### config.mk
export PLATFORM = sky130hd
export DESIGN_NAME = sem_bank
export DESIGN_NICKNAME = d
export VERILOG_FILES = /design/src/rtl/sem_bank_pkg.sv /design/src/rtl/sem_cell.sv /design/src/rtl/sem_port.sv /design/src/rtl/sem_bank.sv
export SDC_FILE = /design/constraint.sdc
export NUM_CORES = 1
export LEC_CHECK = 0
export ABC_AREA = 1
export BUFFER_PORTS_ARGS = -buffer_cell sky130_fd_sc_hd__buf_4
export CORE_ASPECT_RATIO = 0.75
export CORE_MARGIN = 2
export CORE_UTILIZATION = 30
export DETAILED_ROUTE_END_ITERATION = 12
export GPL_TIMING_DRIVEN = 0
export PLACE_DENSITY = 0.61
export SYNTH_ARGS = -nofsm -noshare
export SYNTH_HDL_FRONTEND = slang
export SYNTH_HIERARCHICAL = 1
export SYNTH_SLANG_ARGS = --single-unit
### constraint.sdc
create_clock -name clk_i -period 1.3 [get_ports clk_i]
set_input_delay 0.13 -clock clk_i [delete_from_list [all_inputs] [get_ports clk_i]]
set_output_delay 0.13 -clock clk_i [all_outputs]
set_load 0.005 [all_outputs]
### src/rtl/sem_bank_pkg.sv
package sem_bank_pkg;
  typedef enum logic [1:0] {
    OWN_NONE  = 2'd0,
    OWN_LEFT  = 2'd1,
    OWN_RIGHT = 2'd2
  } sem_owner_e;

  localparam int unsigned PORT_L = 0;
  localparam int unsigned PORT_R = 1;
endpackage

### src/rtl/sem_cell.sv
module sem_cell
  import sem_bank_pkg::*;
(
  input  logic clk_i,
  input  logic rst_ni,
  input  logic set_l_i,
  input  logic clr_l_i,
  input  logic set_r_i,
  input  logic clr_r_i,
  output logic own_l_o,
  output logic own_r_o,
  output logic req_l_o,
  output logic req_r_o
);
  sem_owner_e owner_q, owner_d;
  logic req_l_q, req_r_q, req_l_d, req_r_d;

  always_comb begin
    req_l_d = set_l_i ? 1'b1 : (clr_l_i ? 1'b0 : req_l_q);
    req_r_d = set_r_i ? 1'b1 : (clr_r_i ? 1'b0 : req_r_q);
    unique case (owner_q)
      OWN_LEFT:  owner_d = req_l_d ? OWN_LEFT  : (req_r_d ? OWN_RIGHT : OWN_NONE);
      OWN_RIGHT: owner_d = req_r_d ? OWN_RIGHT : (req_l_d ? OWN_LEFT  : OWN_NONE);
      default:   owner_d = req_l_d ? OWN_LEFT  : (req_r_d ? OWN_RIGHT : OWN_NONE); // tie -> left
    endcase
  end

  always_ff @(posedge clk_i or negedge rst_ni) begin
    if (!rst_ni) begin
      owner_q <= OWN_NONE;
      req_l_q <= 1'b0;
      req_r_q <= 1'b0;
    end else begin
      owner_q <= owner_d;
      req_l_q <= req_l_d;
      req_r_q <= req_r_d;
    end
  end

  assign own_l_o = (owner_q == OWN_LEFT);
  assign own_r_o = (owner_q == OWN_RIGHT);
  assign req_l_o = req_l_q;
  assign req_r_o = req_r_q;
endmodule

### src/rtl/sem_port.sv
module sem_port #(
  parameter int unsigned NUM_SEM = 8,
  parameter int unsigned DATA_W  = 16,
  localparam int unsigned IDX_W  = $clog2(NUM_SEM)
) (
  input  logic               clk_i,
  input  logic               rst_ni,
  input  logic               sel_i,
  input  logic               mem_ce_i,
  input  logic               we_i,
  input  logic               oe_i,
  input  logic [IDX_W-1:0]   idx_i,
  input  logic               wdata_i,
  input  logic [NUM_SEM-1:0] owned_i,
  output logic [NUM_SEM-1:0] set_o,
  output logic [NUM_SEM-1:0] clr_o,
  output logic [DATA_W-1:0]  status_o
);
  logic acc, wr, rd, gap;
  logic stale_q, rd_q;
  logic [NUM_SEM-1:0] hit;

  assign acc = sel_i && !mem_ce_i;
  assign wr  = acc && we_i;
  assign rd  = acc && oe_i && !we_i;
  assign gap = !(acc && (oe_i || we_i));

  always_comb begin
    hit = '0;
    hit[idx_i] = 1'b1;
  end

  assign set_o = (wr && !wdata_i) ? hit : '0;
  assign clr_o = (wr &&  wdata_i) ? hit : '0;

  // status refreshes only once a gap has followed the last write
  always_ff @(posedge clk_i or negedge rst_ni) begin
    if (!rst_ni) begin
      stale_q <= 1'b0;
      rd_q    <= 1'b1;
    end else begin
      if (wr)       stale_q <= 1'b1;
      else if (gap) stale_q <= 1'b0;
      if (rd && !stale_q) rd_q <= !owned_i[idx_i];
    end
  end

  assign status_o = {DATA_W{rd_q}};
endmodule

### src/rtl/sem_bank.sv
module sem_bank
  import sem_bank_pkg::*;
#(
  parameter int unsigned NUM_SEM = 8,
  parameter int unsigned DATA_W  = 16,
  localparam int unsigned IDX_W  = $clog2(NUM_SEM)
) (
  input  logic              clk_i,
  input  logic              rst_ni,
  input  logic              l_sel_i,
  input  logic              l_mem_ce_i,
  input  logic              l_we_i,
  input  logic              l_oe_i,
  input  logic [IDX_W-1:0]  l_idx_i,
  input  logic              l_wdata_i,
  output logic [DATA_W-1:0] l_status_o,
  input  logic              r_sel_i,
  input  logic              r_mem_ce_i,
  input  logic              r_we_i,
  input  logic              r_oe_i,
  input  logic [IDX_W-1:0]  r_idx_i,
  input  logic              r_wdata_i,
  output logic [DATA_W-1:0] r_status_o
);
  logic [1:0]              sel_v, ce_v, we_v, oe_v, wd_v;
  logic [1:0][IDX_W-1:0]   idx_v;
  logic [1:0][NUM_SEM-1:0] own_v, set_v, clr_v;
  logic [1:0][DATA_W-1:0]  stat_v;
  logic [NUM_SEM-1:0]      own_l, own_r, req_l, req_r;

  assign sel_v = {r_sel_i,    l_sel_i};
  assign ce_v  = {r_mem_ce_i, l_mem_ce_i};
  assign we_v  = {r_we_i,     l_we_i};
  assign oe_v  = {r_oe_i,     l_oe_i};
  assign wd_v  = {r_wdata_i,  l_wdata_i};
  assign idx_v = {r_idx_i,    l_idx_i};
  assign own_v = {own_r,      own_l};

  for (genvar p = 0; p < 2; p++) begin : g_port
    sem_port #(.NUM_SEM(NUM_SEM), .DATA_W(DATA_W)) u_port (
      .clk_i    (clk_i),
      .rst_ni   (rst_ni),
      .sel_i    (sel_v[p]),
      .mem_ce_i (ce_v[p]),
      .we_i     (we_v[p]),
      .oe_i     (oe_v[p]),
      .idx_i    (idx_v[p]),
      .wdata_i  (wd_v[p]),
      .owned_i  (own_v[p]),
      .set_o    (set_v[p]),
      .clr_o    (clr_v[p]),
      .status_o (stat_v[p])
    );
  end

  for (genvar i = 0; i < NUM_SEM; i++) begin : g_cell
    sem_cell u_cell (
      .clk_i   (clk_i),
      .rst_ni  (rst_ni),
      .set_l_i (set_v[PORT_L][i]),
      .clr_l_i (clr_v[PORT_L][i]),
      .set_r_i (set_v[PORT_R][i]),
      .clr_r_i (clr_v[PORT_R][i]),
      .own_l_o (own_l[i]),
      .own_r_o (own_r[i]),
      .req_l_o (req_l[i]),
      .req_r_o (req_r[i])
    );
  end

  assign l_status_o = stat_v[PORT_L];
  assign r_status_o = stat_v[PORT_R];
endmodule

# Yosys cells after proc, flatten, opt, wreduce, memory -nomap -nowiden
# Cells that the tools add are included.
# totals
reg_bits	36
out_inout_bits	32
# op_classes
magnitude_cmp	4
n_eq_ne	18
mux	88
n_reduce_logical	30
# ops
cell	count
2-bit 2-to-1 mux	32
1-bit 2-to-1 mux	48
8-bit 2-to-1 mux	4
1-bit logical AND	18
2-bit by 1-bit == test with 1-bit output (second input constant)	8
2-bit == test (second input constant)	8
1-bit logical NOT	10
3-bit by 4-bit less-than comparator with 1-bit output (second input constant)	2
1-bit binary-select mux with 3-bit select	2
1-bit demux with 3-bit select	2
3-bit by 1-bit >= comparator with 1-bit output (second input constant)	2
2-bit by 1-bit inequality test with 1-bit output (second input constant)	2
1-bit logical OR	2

# Logic depth before layout (Yosys ltp)
# Gate-level depths: netlist of run 1.
# depth
depth_word	10
ltp_mapped	10
depth_no_buf	9

# Cells and area by module
# Netlist of run 1, hierarchy kept.
# by_module_without_submodules
mod	n_inst	cells_per_inst	area_each_um2
sem_cell	8	19	180.2
sem_port (g_port[1].u_port)	1	81	476.7
sem_port (g_port[0].u_port)	1	81	462.9

# Worst setup path after synthesis of run 1
# Ideal clock, no wire load.
# synth_path
kind	input to register
start	in r_mem_ce_i
end	reg g_cell[6].u_cell.owner_q[0]
setup_ns	0.116
t_arrival_ns	0.898
required_time_ns	1.184
slack_ns	0.286
stages	8
path_buffers	1
cell_sequence	inv_1 nand3_1 or2_1 buf_2 nor2_1 a21oi_4 nand2_1 nand2_1
# synth_lines
item	line_no	text
start: declaration	sem_bank.sv:18	input logic r_mem_ce_i,
end signal: assignment	sem_cell.sv:34	owner_q <= owner_d;
end: declaration	sem_cell.sv:15	sem_owner_e owner_q, owner_d;

# Worst setup path in the final report of run 1
# layout_path
start	reg g_port[0].u_port.rd_q
end	out l_status_o[15]
# layout_lines
item	line_no	text
start: declaration	sem_port.sv:20	logic stale_q, rd_q;
start signal: assignment	sem_port.sv:44	if (rd && !stale_q) rd_q <= !owned_i[idx_i];
end: declaration	sem_bank.sv:16	output logic [DATA_W-1:0] l_status_o,
# No word-level cell between the ends.

==> results of run 1 <==
worst min-delay path, stage by stage:
cell	delay [ns]
buf_4	0.09
nand3_1	0.08
o21ai_0	0.08
area by class of cell:
type	count	area [um^2]	area share, %
inverter	67	251	8.18
tap	105	131	4.27
multi-input combinational	173	937	30.5
clock buffer	8	90.1	2.93
buffer	38	323	10.5
timing repair buffer	51	439	14.3
sequential	36	903	29.4
per-stage QoR:
step,cells,cell area (um^2),setup slack (ns),hold WS (ns)
2_1_floorplan,314,2380,0.286,-0.166
3_3_place_gp,464,2850,0.0180,0.126
3_5_place_dp,464,2850,-0.00909,0.127
4_1_cts,477,2990,-0.0165,0.127
5_1_grt,478,3080,-0.0655,0.159
6_report,478,3080,-0.0131,0.134
sequential cells by signal (all words and copies together), names as in the netlist:
| name | flops |
|---|---|
| g_cell.u_cell/owner_q | 16 |
| g_cell.u_cell/req_l_o | 8 |
| g_cell.u_cell/req_r_o | 8 |
| g_port.u_port/rd_q | 2 |
| g_port.u_port/stale_q | 2 |
layer usage:
metal,global-route usage [%],vias to the layer above
met5,0,-
met4,1.56,0
met3,3.21,0
met2,17.6,41
met1,16.8,877
li1,-,1005
cells in the mapped netlist, drive strengths merged:
cell type,count
nand2,72
inv,67
nor2,54
buf,38
dfrtp,34
a21oi,18
nand3,13
nand4,7
nand3b,3
o21ai,3
or2,3
dfstp,2
path summary, 6_finish.rpt:
path / startpoint / end / slack, ns / cells past startpoint
worst min-delay path: r_sel_i / g_port[1].u_port/stale_q$_DFFE_PN0P_ / 0.13 / 3
worst min register to register: g_cell[7].u_cell/req_l_o$_DFF_PN0_ / g_cell[7].u_cell/req_l_o$_DFF_PN0_ / 0.50 / 2
max in group asynchronous: rst_ni / g_port[1].u_port/rd_q$_DFFE_PN1P_ / 0.60 / 2
worst max register to register: g_port[0].u_port/rd_q$_DFFE_PN1P_ / g_port[0].u_port/rd_q$_DFFE_PN1P_ / 0.28 / 4
min in group asynchronous: rst_ni / g_port[0].u_port/stale_q$_DFFE_PN0P_ / 0.34 / 2
worst max-delay path: g_port[0].u_port/rd_q$_DFFE_PN1P_ / l_status_o[15] / -0.01 / 3
cell families after synthesis:
family                 after synthesis  synth area share (%)
and+or+nand+nor                    152                  31.0
buffers and inverters              105                  22.7
DFF                                 36                  37.9
AOI/OAI and AO/OA                   21                  8.36
where the power goes:
part	switching, mW	leakage [nW]	total, mW	internal (mW)
logic	0.760	1.03	1.85	1.09
registers	0.136	0.455	1.52	1.38
clock network	0.389	0.0455	0.821	0.433
total	1.28	1.53	4.19	2.90
timing repair:
item / 4_1_cts / 5_1_grt
hold buffers: 1 / 0
buffers inserted: 4 / 1
gates resized for setup: 1 / 20
pin swaps: 0 / 0
endpoints found under the setup margin: 32 / 31
endpoints found under the hold margin: 34 / 0
==> impl_metrics.env, run 1 <==
export IMPL_viasPerCell=4.02
export IMPL_powerDensity_nw_per_um2=1360
export IMPL_met3_length_um=232
export IMPL_clk_latency_ns=0.28
export IMPL_drt_total_wl_um=4750
export IMPL_dr_first_iter_drc_count=95
export IMPL_drv_cap=0
export IMPL_rsz0062_at_grt="true"
export IMPL_timing_critical_path_max_delay_family="flip-flops"
export IMPL_fp_dieArea_um2=8670
export IMPL_violations="setup timing"
export IMPL_cts_max_level=2
export IMPL_dieHeight_um=81.2
export IMPL_netlist_area_um2=2380
export IMPL_area_growth_pct=29.2
export IMPL_tns_ns=-0.0597
export IMPL_path_clk_slew_ns=0.07
export IMPL_vdd_drop_max_mv=0.541
export IMPL_syn_nets=332
export IMPL_leakagePower_nw=1.53
export IMPL_final_common_cell="buf_4"
export IMPL_cts_buffers=5
export IMPL_mostFrequentLayoutCells="buf_4 (61), nand2_1 (56), nor2_1 (48)"
export IMPL_diodes=0
export IMPL_firstDrtPassIters=4
export IMPL_layout_setup_ws_ns=-0.0131
export IMPL_worst_setup_path_type="reg -> out"
export IMPL_fin_nets=390
export IMPL_die_w_um=107
export IMPL_ys_warn_count=6
export IMPL_post_route_period_util_pct=101
export IMPL_synthCells=314
export IMPL_fmax_mhz=762
export IMPL_seq_area_frac_synth_pct=37.9
export IMPL_worstPathRequired_ns=1.17
export IMPL_grt_antenna_before_repair=0
export IMPL_wl_met1_um=2510
export IMPL_skew_ns=0.00537
export IMPL_crit_top_cell="buf_4"
export IMPL_dp_hpwl_um=3610
export IMPL_n_fill_cell=827
export IMPL_worstSetupStartpointType="register"
export IMPL_synth_top_area_cell="dfrtp_1"
export IMPL_grt_usage_pct=11.6
export IMPL_synth_distinct_cells=22
export IMPL_grt_pass1_wl_um=7970
export IMPL_cts_root_buffer="clkbuf_8"
export IMPL_io_buffers=45
export IMPL_top_layer="met3"
export IMPL_slowest_delay_ns=0.56
export IMPL_grt_pass1_vias=1741
export IMPL_path_cells="buf_6, buf_4, buf_4"
export IMPL_status="finished, violations left"
export IMPL_wl_met2_um=2010
export IMPL_overflow=0
export IMPL_antenna_left=0
export IMPL_finalHoldViolCount=0
export IMPL_tightest_slew_ns=0.472
export IMPL_ys_ff_latch=36
export IMPL_critPathBufInv=3
export IMPL_wl_per_cell_um=9.94
export IMPL_power_mw=4.19
export IMPL_critPathSlowestCell="dfstp_2"
export IMPL_synthTopCellsByArea="dfrtp_1 (36%), buf_4 (10%), nand2_1 (8.8%)"
export IMPL_grt_max_degree=37
export IMPL_core_area_um2=7780
export IMPL_post_route_util_pct=39.5
export IMPL_synth_top_cell_area_share_pct=35.7
export IMPL_final_layout_size_suffix_gt1_share_pct=42.1
export IMPL_num_vias=1923
export IMPL_place_gp_congestion=0.804
export IMPL_syn_avg_cell_area_um2=7.58
export IMPL_hold_class="in -> reg"
export IMPL_ios=50
export IMPL_initial_core_util_pct=30.6
export IMPL_drc=0
export IMPL_endpoint_kind="primary output"
export IMPL_worst_path_max_fanout=8
export IMPL_rows=28
export IMPL_slew_violations=0
export IMPL_worstPathArrival_ns=1.18
export IMPL_setup_viol=8
export IMPL_min_period_ns=1.31
export IMPL_clock_sinks=36
export IMPL_cts_buffer_depth=2
export IMPL_cts_tree="built"
export IMPL_relSlewSlack_pct=68.5
Note: power is estimated with default switching activity, not from simulation.
==> run 2: changes to the inputs <==
--- a/constraint.sdc
+++ b/constraint.sdc
@@ -3,2 +3,2 @@
 set_output_delay 0.13 -clock clk_i [all_outputs]
-set_load 0.005 [all_outputs]
+set_load 0.1 [all_outputs]
==> run 2 against run 1 <==
Compared with the run above:
- the flow still finishes with violations (setup timing)
- first-iteration DRC count is 19% lower
- die area unchanged
- non-clock buffer count unchanged
- maximum frequency is 7.4% lower
- sequential share of layout area down 3.2 points
- critical path depth unchanged
- clock skew barely moved
- cell count unchanged
- register-to-register slack about the same
- clock power about the same
- flip-flop and latch count stayed put
- utilization up 4.8 points
- highest routed layer is now met4
==> impl_metrics.env, run 2 (synthesis results as in run 1) <==
export IMPL_grt_pass1_wl_um=8650
export IMPL_min_period_ns=1.42
export IMPL_critPathLaunch="g_port[0].u_port/rd_q$_DFFE_PN1P_"
export IMPL_fmax_mhz=705
export IMPL_fin_area_um2=3450
export IMPL_hold_class="in -> reg"
export IMPL_path_cells="buf_6, buf_4, buf_12"
export IMPL_critPathSlowestCell="dfstp_2"
export IMPL_vdd_drop_max_mv=0.928
export IMPL_largest_register="g_cell.u_cell/owner_q"
export IMPL_post_route_period_util_pct=109
export IMPL_diodes=0
export IMPL_wl_per_cell_um=10.8
export IMPL_io_buffers=45
export IMPL_slowest_delay_ns=0.58
export IMPL_cts_root_buffer="clkbuf_8"
export IMPL_initial_core_util_pct=30.6
export IMPL_powerDensity_nw_per_um2=2010
export IMPL_fin_nets=390
export IMPL_largest_register_ffs=16
export IMPL_ios=50
export IMPL_core_area_um2=7780
export IMPL_worst_path_max_fanout=8
export IMPL_status="finished, violations left"
export IMPL_worstSetupStartpointType="register"
export IMPL_dp_hpwl_um=3610
export IMPL_worstPathRequired_ns=1.17
export IMPL_cts_max_level=2
export IMPL_grt_usage_pct=12.7
export IMPL_worstPathArrival_ns=1.29
export IMPL_clk_latency_ns=0.28
export IMPL_finalHoldViolCount=0
export IMPL_rsz0062_at_grt="true"
export IMPL_grt_antenna_before_repair=0
export IMPL_wl_met1_um=2530
export IMPL_grt_pass1_vias=1822
export IMPL_slew_violations=0
export IMPL_reg2regPathDepth=4
export IMPL_leakagePower_nw=1.68
export IMPL_met3_length_um=272
export IMPL_cts_buffer_depth=2
export IMPL_wl_met2_um=2370
export IMPL_final_layout_size_suffix_gt1_share_pct=42.1
export IMPL_mostFrequentLayoutCells="nand2_1 (56), nor2_1 (48), inv_1 (39), buf_4 (39)"
export IMPL_firstDrtPassIters=4
export IMPL_dp_slack_ns=-0.00909
export IMPL_dr_first_iter_drc_count=77
export IMPL_antenna_left=0
export IMPL_fp_dieArea_um2=8670
export IMPL_dieHeight_um=81.2
export IMPL_place_gp_congestion=0.804
export IMPL_hold_start="r_sel_i"
export IMPL_die_w_um=107
export IMPL_skew_ns=0.00492
export IMPL_cts_tree="built"
export IMPL_holdPathStages=3
export IMPL_relSlewSlack_pct=68.4
export IMPL_setup_viol=31
export IMPL_cts_buffers=5
export IMPL_regToRegStartpoint="g_port[0].u_port/rd_q$_DFFE_PN1P_"
export IMPL_violations="setup timing"
export IMPL_endpoint_kind="primary output"
export IMPL_top_layer="met4"
export IMPL_overflow=0
export IMPL_drt_total_wl_um=5180
export IMPL_worst_setup_path_type="reg -> out"
export IMPL_drc=0
export IMPL_drv_cap=0
export IMPL_num_vias=1942
export IMPL_grt_max_degree=37
export IMPL_area_growth_pct=44.8
export IMPL_path_clk_slew_ns=0.07
export IMPL_tightest_slew_ns=0.474
export IMPL_n_fill_cell=779
export IMPL_viasPerCell=4.06
export IMPL_place_area_um2=2850
export IMPL_rows=28
export IMPL_final_common_cell="nand2_1"
export IMPL_timing_hold_ws_ns=0.135
export IMPL_layout_setup_ws_ns=-0.119
export IMPL_clock_sinks=36
==> run 2: changes by cell type in the layout (fill, tap and decap cells not counted) <==
cell    before  now
buf_12       1   34
buf_4       61   39
buf_6       23   12
==> run 2: what timing repair did <==
action | CTS | global route
gates resized for setup | 99 | 7
hold buffers | 1 | 0
hold endpoints to repair | 34 | 0
endpoints found under the setup margin | 32 | 32
setup buffers | 5 | 0
==> run 2: stage by stage <==
stage          instances  util [%]  setup TNS [ns]  total power [mW]
2_1_floorplan        314         -               0              4.51
3_3_place_gp         464      36.6               0              5.07
3_5_place_dp         464      36.6         -0.0159              5.12
4_1_cts              478      44.0           -2.92              6.91
5_1_grt              478      44.3           -4.24              7.25
6_report             478      44.3           -2.83              6.94
==> run 2: area by class of cell <==
type                            instances  area (um^2)  share of cell area (%)
Buffer                                 38          319                    9.26
Clock buffer                            8         90.1                    2.61
Inverter                               67          251                    7.30
Multi-Input combinational cell        173          937                    27.2
Sequential cell                        36          903                    26.2
Tap cell                              105          131                    3.81
Timing Repair Buffer                   51          815                    23.6
==> run 2: routing by layer <==
layer | GRT usage (%) | vias up
li1 | - | 1005
met1 | 17.6 | 888
met2 | 20.6 | 47
met3 | 3.45 | 2
met4 | 1.56 | 0
met5 | 0 | -
==> run 2: report_power, final <==
| part | internal, mW | switching (mW) |
|---|---|---|
| combinational | 1.77 | 2.83 |
| clock | 0.432 | 0.387 |
| sequential | 1.38 | 0.140 |
| total | 3.58 | 3.36 |
==> run 2: path summary, 6_finish.rpt <==
check                                                        to  slack (ns)
max reg2reg                   g_port[0].u_port/rd_q$_DFFE_PN1P_        0.27
min                        g_port[1].u_port/stale_q$_DFFE_PN0P_        0.13
min reg2reg                  g_cell[7].u_cell/req_l_o$_DFF_PN0_        0.50
max in group asynchronous     g_port[1].u_port/rd_q$_DFFE_PN1P_        0.60
max                                              l_status_o[12]       -0.12
min in group asynchronous    g_cell[7].u_cell/req_l_o$_DFF_PN0_        0.35
==> run 2: worst max-delay path, delay by kind of cell, from the launching register on <==
family   cells  cell delay, ns
buf+inv      3            0.42
flops        1            0.58
